## config.mk

```make
export PLATFORM = sky130hd
export DESIGN_NAME = io_page_decoder
export DESIGN_NICKNAME = d
export VERILOG_FILES = /design/src/rtl/io_page_pkg.sv /design/src/rtl/ga_regs.sv /design/src/rtl/port_decode.sv /design/src/rtl/mem_map.sv /design/src/rtl/io_page_decoder.sv
export SDC_FILE = /design/constraint.sdc
export NUM_CORES = 1
export LEC_CHECK = 0
export CAP_MARGIN = 15
export CORE_MARGIN = 5
export CORE_UTILIZATION = 37
export DETAILED_ROUTE_END_ITERATION = 8
export PLACE_DENSITY = 0.82
export SYNTH_ARGS = -nofsm -noshare
export SYNTH_HDL_FRONTEND = slang
export SYNTH_SLANG_ARGS = --single-unit
```

## constraint.sdc

```tcl
create_clock -name clk -period 4.2 [get_ports clk]
set_input_delay 0.84 -clock clk [delete_from_list [all_inputs] [get_ports clk]]
set_output_delay 0.84 -clock clk [all_outputs]
set_load 0.01 [all_outputs]
```

## src/rtl/io_page_pkg.sv

```systemverilog
// Shared widths, field positions and codes for the I/O decoder.
// Assumes a 16-bit port address and an 8-bit data bus.
package io_page_pkg;
    parameter int ADDR_W = 16;
    parameter int DATA_W = 8;
    parameter int NQ     = 4;     // memory quarters
    parameter int SRC_W  = 2;     // width of one source code
    parameter int CLR_W  = 5;     // pen / colour width
    parameter int CFG_W  = 6;     // RAM configuration width

    // Gate-array command coded in data bits 7:6
    typedef enum logic [1:0] {
        GA_PEN    = 2'b00,
        GA_COLOUR = 2'b01,
        GA_MODE   = 2'b10,
        GA_RAMCFG = 2'b11
    } ga_cmd_e;

    // Source codes for each memory quarter
    typedef enum logic [1:0] {
        SRC_RAM  = 2'b00,
        SRC_LROM = 2'b01,
        SRC_UROM = 2'b10
    } mem_src_e;
endpackage

```

## src/rtl/ga_regs.sv

```systemverilog
// Gate-array register file. Decodes the command in data bits 7:6 on a
// gate-array write and updates pen, colour, mode, ROM enables and RAM config.
// Assumes hit is a one-cycle qualified write to the gate array.
module ga_regs
    import io_page_pkg::*;
(
    input  logic              clk,
    input  logic              rst_n,
    input  logic              hit,
    input  logic [DATA_W-1:0] wdata,
    output logic              ga_we,
    output logic              pen_we,
    output logic              colour_we,
    output logic [CLR_W-1:0]  pen,
    output logic [CLR_W-1:0]  colour,
    output logic [1:0]        scr_mode,
    output logic              lrom_en,
    output logic              urom_en,
    output logic [CFG_W-1:0]  ram_cfg
);
    ga_cmd_e cmd;
    assign cmd = ga_cmd_e'(wdata[DATA_W-1 -: 2]);

    // Register the command strobes and update the addressed register
    always_ff @(posedge clk) begin
        if (!rst_n) begin
            ga_we     <= 1'b0;
            pen_we    <= 1'b0;
            colour_we <= 1'b0;
            pen       <= '0;
            colour    <= '0;
            scr_mode  <= '0;
            lrom_en   <= 1'b1;
            urom_en   <= 1'b1;
            ram_cfg   <= '0;
        end else begin
            ga_we     <= hit;
            pen_we    <= hit && (cmd == GA_PEN);
            colour_we <= hit && (cmd == GA_COLOUR);
            if (hit) begin
                unique case (cmd)
                    GA_PEN:    pen    <= wdata[CLR_W-1:0];
                    GA_COLOUR: colour <= wdata[CLR_W-1:0];
                    GA_MODE: begin
                        scr_mode <= wdata[1:0];
                        lrom_en  <= !wdata[2];
                        urom_en  <= !wdata[3];
                    end
                    GA_RAMCFG: ram_cfg <= wdata[CFG_W-1:0];
                endcase
            end
        end
    end


    pen_implies_ga_chk: assert property (@(posedge clk) disable iff (!rst_n)
        pen_we |-> ga_we);


    ramcfg_source_chk: assert property (@(posedge clk) disable iff (!rst_n)
        (ram_cfg != $past(ram_cfg)) |-> ($past(hit) && $past(wdata[7:6]) == 2'b11));


    rom_en_source_chk: assert property (@(posedge clk) disable iff (!rst_n)
        ($fell(lrom_en) || $fell(urom_en)) |-> ($past(hit) && $past(wdata[7:6]) == 2'b10));
endmodule

```

## src/rtl/port_decode.sv

```systemverilog
// Partial decoder for the CRT controller and peripheral interface.
// Address bit 14 low selects the CRT controller and bit 11 low selects the
// peripheral interface, both using bits 9:8 as function. Strobes are
// registered one-cycle pulses; read qualifiers are combinational.
// Assumes io_wr and io_rd are never high together.
module port_decode
    import io_page_pkg::*;
(
    input  logic        clk,
    input  logic        rst_n,
    input  logic        crtc_n,     // address bit 14
    input  logic        ppi_n,      // address bit 11
    input  logic [1:0]  fn,         // address bits 9:8
    input  logic        io_wr,
    input  logic        io_rd,
    output logic        crtc_rd_ok,
    output logic        ppi_rd_hit,
    output logic        crtc_sel_we,
    output logic        crtc_reg_we,
    output logic        crtc_stat_re,
    output logic        crtc_reg_re,
    output logic        crtc_illegal,
    output logic        ppi_cs,
    output logic [1:0]  ppi_port,
    output logic        ppi_we,
    output logic        ppi_re
);
    logic crtc_hit, ppi_hit, crtc_wr_ok, crtc_bad;

    // Combinational select and legality decode
    always_comb begin
        crtc_hit   = !crtc_n && (io_wr || io_rd);
        ppi_hit    = !ppi_n && (io_wr || io_rd);
        crtc_wr_ok = !crtc_n && io_wr && !fn[1];
        crtc_rd_ok = !crtc_n && io_rd && fn[1];
        crtc_bad   = crtc_hit && !crtc_wr_ok && !crtc_rd_ok;
        ppi_rd_hit = !ppi_n && io_rd;
    end

    // Register the CRT controller strobes
    always_ff @(posedge clk) begin
        if (!rst_n) begin
            crtc_sel_we  <= 1'b0;
            crtc_reg_we  <= 1'b0;
            crtc_stat_re <= 1'b0;
            crtc_reg_re  <= 1'b0;
            crtc_illegal <= 1'b0;
        end else begin
            crtc_sel_we  <= crtc_wr_ok && !fn[0];
            crtc_reg_we  <= crtc_wr_ok && fn[0];
            crtc_stat_re <= crtc_rd_ok && !fn[0];
            crtc_reg_re  <= crtc_rd_ok && fn[0];
            crtc_illegal <= crtc_bad;
        end
    end

    // Register the peripheral interface strobes and port index
    always_ff @(posedge clk) begin
        if (!rst_n) begin
            ppi_cs   <= 1'b0;
            ppi_port <= '0;
            ppi_we   <= 1'b0;
            ppi_re   <= 1'b0;
        end else begin
            ppi_cs <= ppi_hit;
            ppi_we <= ppi_hit && io_wr;
            ppi_re <= ppi_hit && io_rd;
            if (ppi_hit) ppi_port <= fn;
        end
    end


    crtc_onehot_chk: assert property (@(posedge clk) disable iff (!rst_n)
        $onehot0({crtc_sel_we, crtc_reg_we, crtc_stat_re, crtc_reg_re, crtc_illegal}));


    crtc_illegal_src_chk: assert property (@(posedge clk) disable iff (!rst_n)
        crtc_illegal |-> $past(!crtc_n) && ($past(io_wr) ? $past(fn[1]) : !$past(fn[1])));


    ppi_dir_chk: assert property (@(posedge clk) disable iff (!rst_n)
        (ppi_we || ppi_re) |-> ppi_cs);
endmodule

```

## src/rtl/mem_map.sv

```systemverilog
// Per-quarter memory source selector. The lowest quarter reads the lower
// ROM and the highest the upper ROM when enabled; writes always go to RAM.
// Assumes NQ >= 2.
module mem_map
    import io_page_pkg::*;
(
    input  logic               lrom_en,
    input  logic               urom_en,
    output logic [NQ*SRC_W-1:0] rd_src,
    output logic [NQ*SRC_W-1:0] wr_src
);
    for (genvar q = 0; q < NQ; q++) begin : g_q
        if (q == 0) begin : g_lo
            // Lowest quarter: lower ROM overlay
            assign rd_src[q*SRC_W +: SRC_W] = lrom_en ? SRC_LROM : SRC_RAM;
        end else if (q == NQ-1) begin : g_hi
            // Highest quarter: upper ROM overlay
            assign rd_src[q*SRC_W +: SRC_W] = urom_en ? SRC_UROM : SRC_RAM;
        end else begin : g_mid
            // Middle quarters always read RAM
            assign rd_src[q*SRC_W +: SRC_W] = SRC_RAM;
        end
        // Writes never see the overlay
        assign wr_src[q*SRC_W +: SRC_W] = SRC_RAM;
    end
endmodule

```

## src/rtl/io_page_decoder.sv

```systemverilog
// Top level: gate-array register file, partial port decoder, memory map
// and read-data return mux. Assumes one-clock I/O cycles.
module io_page_decoder
    import io_page_pkg::*;
(
    input  logic        clk,
    input  logic        rst_n,
    input  logic [15:0] io_addr,
    input  logic [7:0]  io_wdata,
    input  logic        io_wr,
    input  logic        io_rd,
    input  logic [7:0]  crtc_rdata,
    input  logic [7:0]  ppi_rdata,
    output logic [7:0]  io_rdata,
    output logic        ga_we,
    output logic        pen_we,
    output logic        colour_we,
    output logic [4:0]  pen,
    output logic [4:0]  colour,
    output logic [1:0]  scr_mode,
    output logic        lrom_en,
    output logic        urom_en,
    output logic [5:0]  ram_cfg,
    output logic        crtc_sel_we,
    output logic        crtc_reg_we,
    output logic        crtc_stat_re,
    output logic        crtc_reg_re,
    output logic        crtc_illegal,
    output logic        ppi_cs,
    output logic [1:0]  ppi_port,
    output logic        ppi_we,
    output logic        ppi_re,
    output logic [7:0]  rd_src,
    output logic [7:0]  wr_src
);
    localparam int GA_HI = ADDR_W - 1;

    logic ga_hit, crtc_rd_ok, ppi_rd_hit;
    logic unused_addr;

    assign unused_addr = ^{io_addr[7:0], io_addr[13:12], io_addr[10]};
    assign ga_hit = io_wr && (io_addr[GA_HI -: 2] == 2'b01);

    ga_regs u_ga (
        .clk(clk), .rst_n(rst_n), .hit(ga_hit), .wdata(io_wdata),
        .ga_we(ga_we), .pen_we(pen_we), .colour_we(colour_we),
        .pen(pen), .colour(colour), .scr_mode(scr_mode),
        .lrom_en(lrom_en), .urom_en(urom_en), .ram_cfg(ram_cfg)
    );

    port_decode u_pd (
        .clk(clk), .rst_n(rst_n), .crtc_n(io_addr[14]), .ppi_n(io_addr[11]),
        .fn(io_addr[9:8]), .io_wr(io_wr), .io_rd(io_rd),
        .crtc_rd_ok(crtc_rd_ok), .ppi_rd_hit(ppi_rd_hit),
        .crtc_sel_we(crtc_sel_we), .crtc_reg_we(crtc_reg_we),
        .crtc_stat_re(crtc_stat_re), .crtc_reg_re(crtc_reg_re),
        .crtc_illegal(crtc_illegal), .ppi_cs(ppi_cs), .ppi_port(ppi_port),
        .ppi_we(ppi_we), .ppi_re(ppi_re)
    );

    mem_map u_mm (
        .lrom_en(lrom_en), .urom_en(urom_en), .rd_src(rd_src), .wr_src(wr_src)
    );

    // Return data: AND of the addressed readable sources, 0xFF when none
    always_comb begin
        io_rdata = '1;
        if (crtc_rd_ok) io_rdata = io_rdata & crtc_rdata;
        if (ppi_rd_hit) io_rdata = io_rdata & ppi_rdata;
    end


    ga_pulse_src_chk: assert property (@(posedge clk) disable iff (!rst_n)
        ga_we |-> $past(io_wr) && $past(io_addr[15:14]) == 2'b01);
endmodule

```

==> results.md <==
- Antenna viol nets, final: 0
- # setup viols final: 0
- Top-area cell type share of the netlist area: 47.35%
- Clock Latency Late Sink: 0.28 ns
- Clock-pin slew on the worst setup and hold paths: 0.07 ns
- RSZ-0062 raised after global routing: no
- CP top delay family: buffers and inverters
- Die ar.: 0.005099 mm^2
- Clock Path Buffers: 2
- Arr. time, crit path: 2.64 ns
- Post-synth top cells: dfxtp_1, nand2_1, mux2i_1
- Main synth FF type: dfxtp_1
- Worst path cell trace: clkdlybuf4s50_1, nand3b_1, o22a_1, clkdlybuf4s50_1
- Syn Inst Count: 143
- Vias in the first global route: 1153
- Final worst path period share: 82.87%
- Max-cap violations: 0
- EDFF count, synth: 0
- Least-Margin Pin Slew: 0.6427 ns
- Slew margin rel.: 57.02%
- Inserted Diodes: 0
- PD cells: 294.2 mW/mm^2
- Cell area after placement: 0.002111 mm^2
- CP most frequent cell: clkdlybuf4s50_1
- DRT Pass-1 Iters: 4
- Max-slew violation count: 0
- Setup crit end kind: output port
- Crit-path max cell delay: 0.52 ns
- Synth area leader: dfxtp_1
- Area grow syn2layout: 57.49%
- DIE WIDTH: 71.41 um
- IO buf count: 75
- Clock root buffer: clkbuf_8
- WL per Instance: 13.46 um
- CTS tree: yes
- Final Hold Vio Count: 0
- I/O pin total: 101
- Design area: 0.002197 mm^2
- Vias: 1184
- Die Ht: 71.41 um
- Most common cell in the synthesized netlist: dfxtp_1
- Post-route DRC violation count: 0
- WL final: 3581 um
- Clock skew: 0 ns
- Initial antenna violation count: 0
- Layout cells sized above 1: 6.422%
- Grt ovf: 0
- Buf/Inv on CP: 2
- Avg Cell Area, Syn: 9.756 um^2
- Unique masters post-synth: 26
- CP max FO: 10
- Routability cong.: 0.7865
- Yosys reg bits: 33
- Setup tns final: 0 ns
- TritonCTS buffer count: 5
- Fmax: 0.2873 GHz
- FILL cells: 333
- Clock H-tree levels: 2
- Seq/Total Area, Yosys: 47.35%
- Startpoint type of the worst setup path: input pin
- WS Path Type: in -> out
- Largest net degree at the start of global routing: 20
- Total track usage: 14.13%
- Detailed placement HPWL: 2843 um
- Fin crit period: 3.481 ns
- Asr flop ratio synth: 0%
- Slowest cell on crit path: clkdlybuf4s50_1
- Worst VDD drop: 0.2614 mV
- Vias per cell: 4.451
- Setup bufs post-CTS: 0
- Hold Path Class: reg -> reg
- First-pass GRT wire length: 5589 um
- Core area: 0.003661 mm^2
- Fin nets: 261
- # resized after CTS: 0
- # rows: 22
- Warnings, synthesis: 0
- Outcome: completed
- Pleak: 0.0008798 uW
- Mapped Area: 0.001395 mm^2
- Ranking of synthesized cells by area: dfxtp_1, mux2i_1, buf_4, nand2_1, o22a_1
- Clk sink count: 33
- Hold-fix buffers at CTS: 0
- CP required: 3.36 ns
- Detailed Route Iter0 Violations: 70
- Initial Util: 38.11%
layout make-up:
cell class	count	area [um^2]	share of cell area [%]
flip-flops and latches	33	660.6	30.07
well taps	48	60.06	2.733
multi-input cells	99	624.3	28.42
clock inverters	3	17.52	0.7973
clock buffers	5	68.82	3.132
repair buffers	76	758.2	34.51
inverters	2	7.507	0.3417
worst register-to-register path, cell delays in order, from the launching register on:
cell	delay [ns]
dfxtp_1	0.31
nand2b_1	0.15
mux2_4	0.27
cells in the final DEF (no fill, tap or decap):
cell,n
clkdlybuf4s50_1,75
dfxtp_1,33
nand2_1,28
mux2i_1,20
conb_1,14
o22a_1,8
nor2_1,7
clkbuf_8,5
nand2b_1,3
nor3_1,3
nor2b_1,2
inv_1,2
mux2_4,2
nor4_1,2
clkinv_2,2
nand3b_1,1
nor3b_2,1
o21bai_1,1
nand3b_2,1
nor2_2,1
or3b_1,1
and3_1,1
nor3b_1,1
and3b_1,1
a21oi_1,1
clkinvlp_4,1
buf_4,1
cells by family (layout without fill, tap and decap cells):
family,after synthesis,after routing,share of synthesized area [%]
AOI/OAI and AO/OA,10,10,5.919
DFF,33,33,47.35
and+or+nand+nor,53,53,18.57
buffers and inverters,24,86,11.39
muxes,22,22,16.50
other,1,14,0.2688
worst paths after layout:
path | slack (ns) | start | depth (start not counted) | endpoint
worst max-delay path | 0.72 | io_addr[14] | 4 | io_rdata[1]
worst min-delay path | 0.46 | u_ga.ram_cfg[0] | 2 | u_ga.ram_cfg[0]
worst max register to register | 3.36 | u_ga.urom_en | 2 | u_ga.urom_en
worst min register to register | 0.46 | u_ga.ram_cfg[0] | 2 | u_ga.ram_cfg[0]
report_power, final:
part,switching [uW],internal [uW]
Sequential,2.48,319
Clock,111,114
Combinational,43.3,56.5
Total,157,490
per-layer routing:
layer  up-vias  global-route usage [%]  wire length, um
met1       541                   16.88             1448
met5         -                       0                0
met3         7                   3.787              217
li1        598                       -                -
met4         0                   6.472               87
met2        38                   23.57             1827
sequential cells by signal, indices dropped and copies added, names as in the netlist:
signal	cells
u_pd.crtc_reg_re	1
u_ga.pen	5
u_pd.crtc_reg_we	1
u_ga.lrom_en	1
u_ga.scr_mode	2
u_pd.crtc_sel_we	1
u_pd.ppi_cs	1
u_pd.crtc_illegal	1
u_ga.ga_we	1
u_pd.ppi_we	1
u_pd.crtc_stat_re	1
u_ga.urom_en	1
u_ga.colour	5
u_ga.ram_cfg	6
u_ga.colour_we	1
u_pd.ppi_port	2
u_ga.pen_we	1
u_pd.ppi_re	1
stage by stage:
step	util [%]	hold WS, ns	worst slack (ns)	cells	power (uW)
after floorplan	-	0.4790	1.946	156	376.6
after global placement	57.66	0.4431	0.7739	258	426.7
after detailed placement	57.66	0.4504	0.7450	258	428.2
after CTS	60.01	0.4618	0.7412	266	652.7
after global routing	60.01	0.4850	0.6718	266	675.5
final	60.01	0.4587	0.7194	266	646.3
Note: power is estimated with default switching activity, not from simulation.
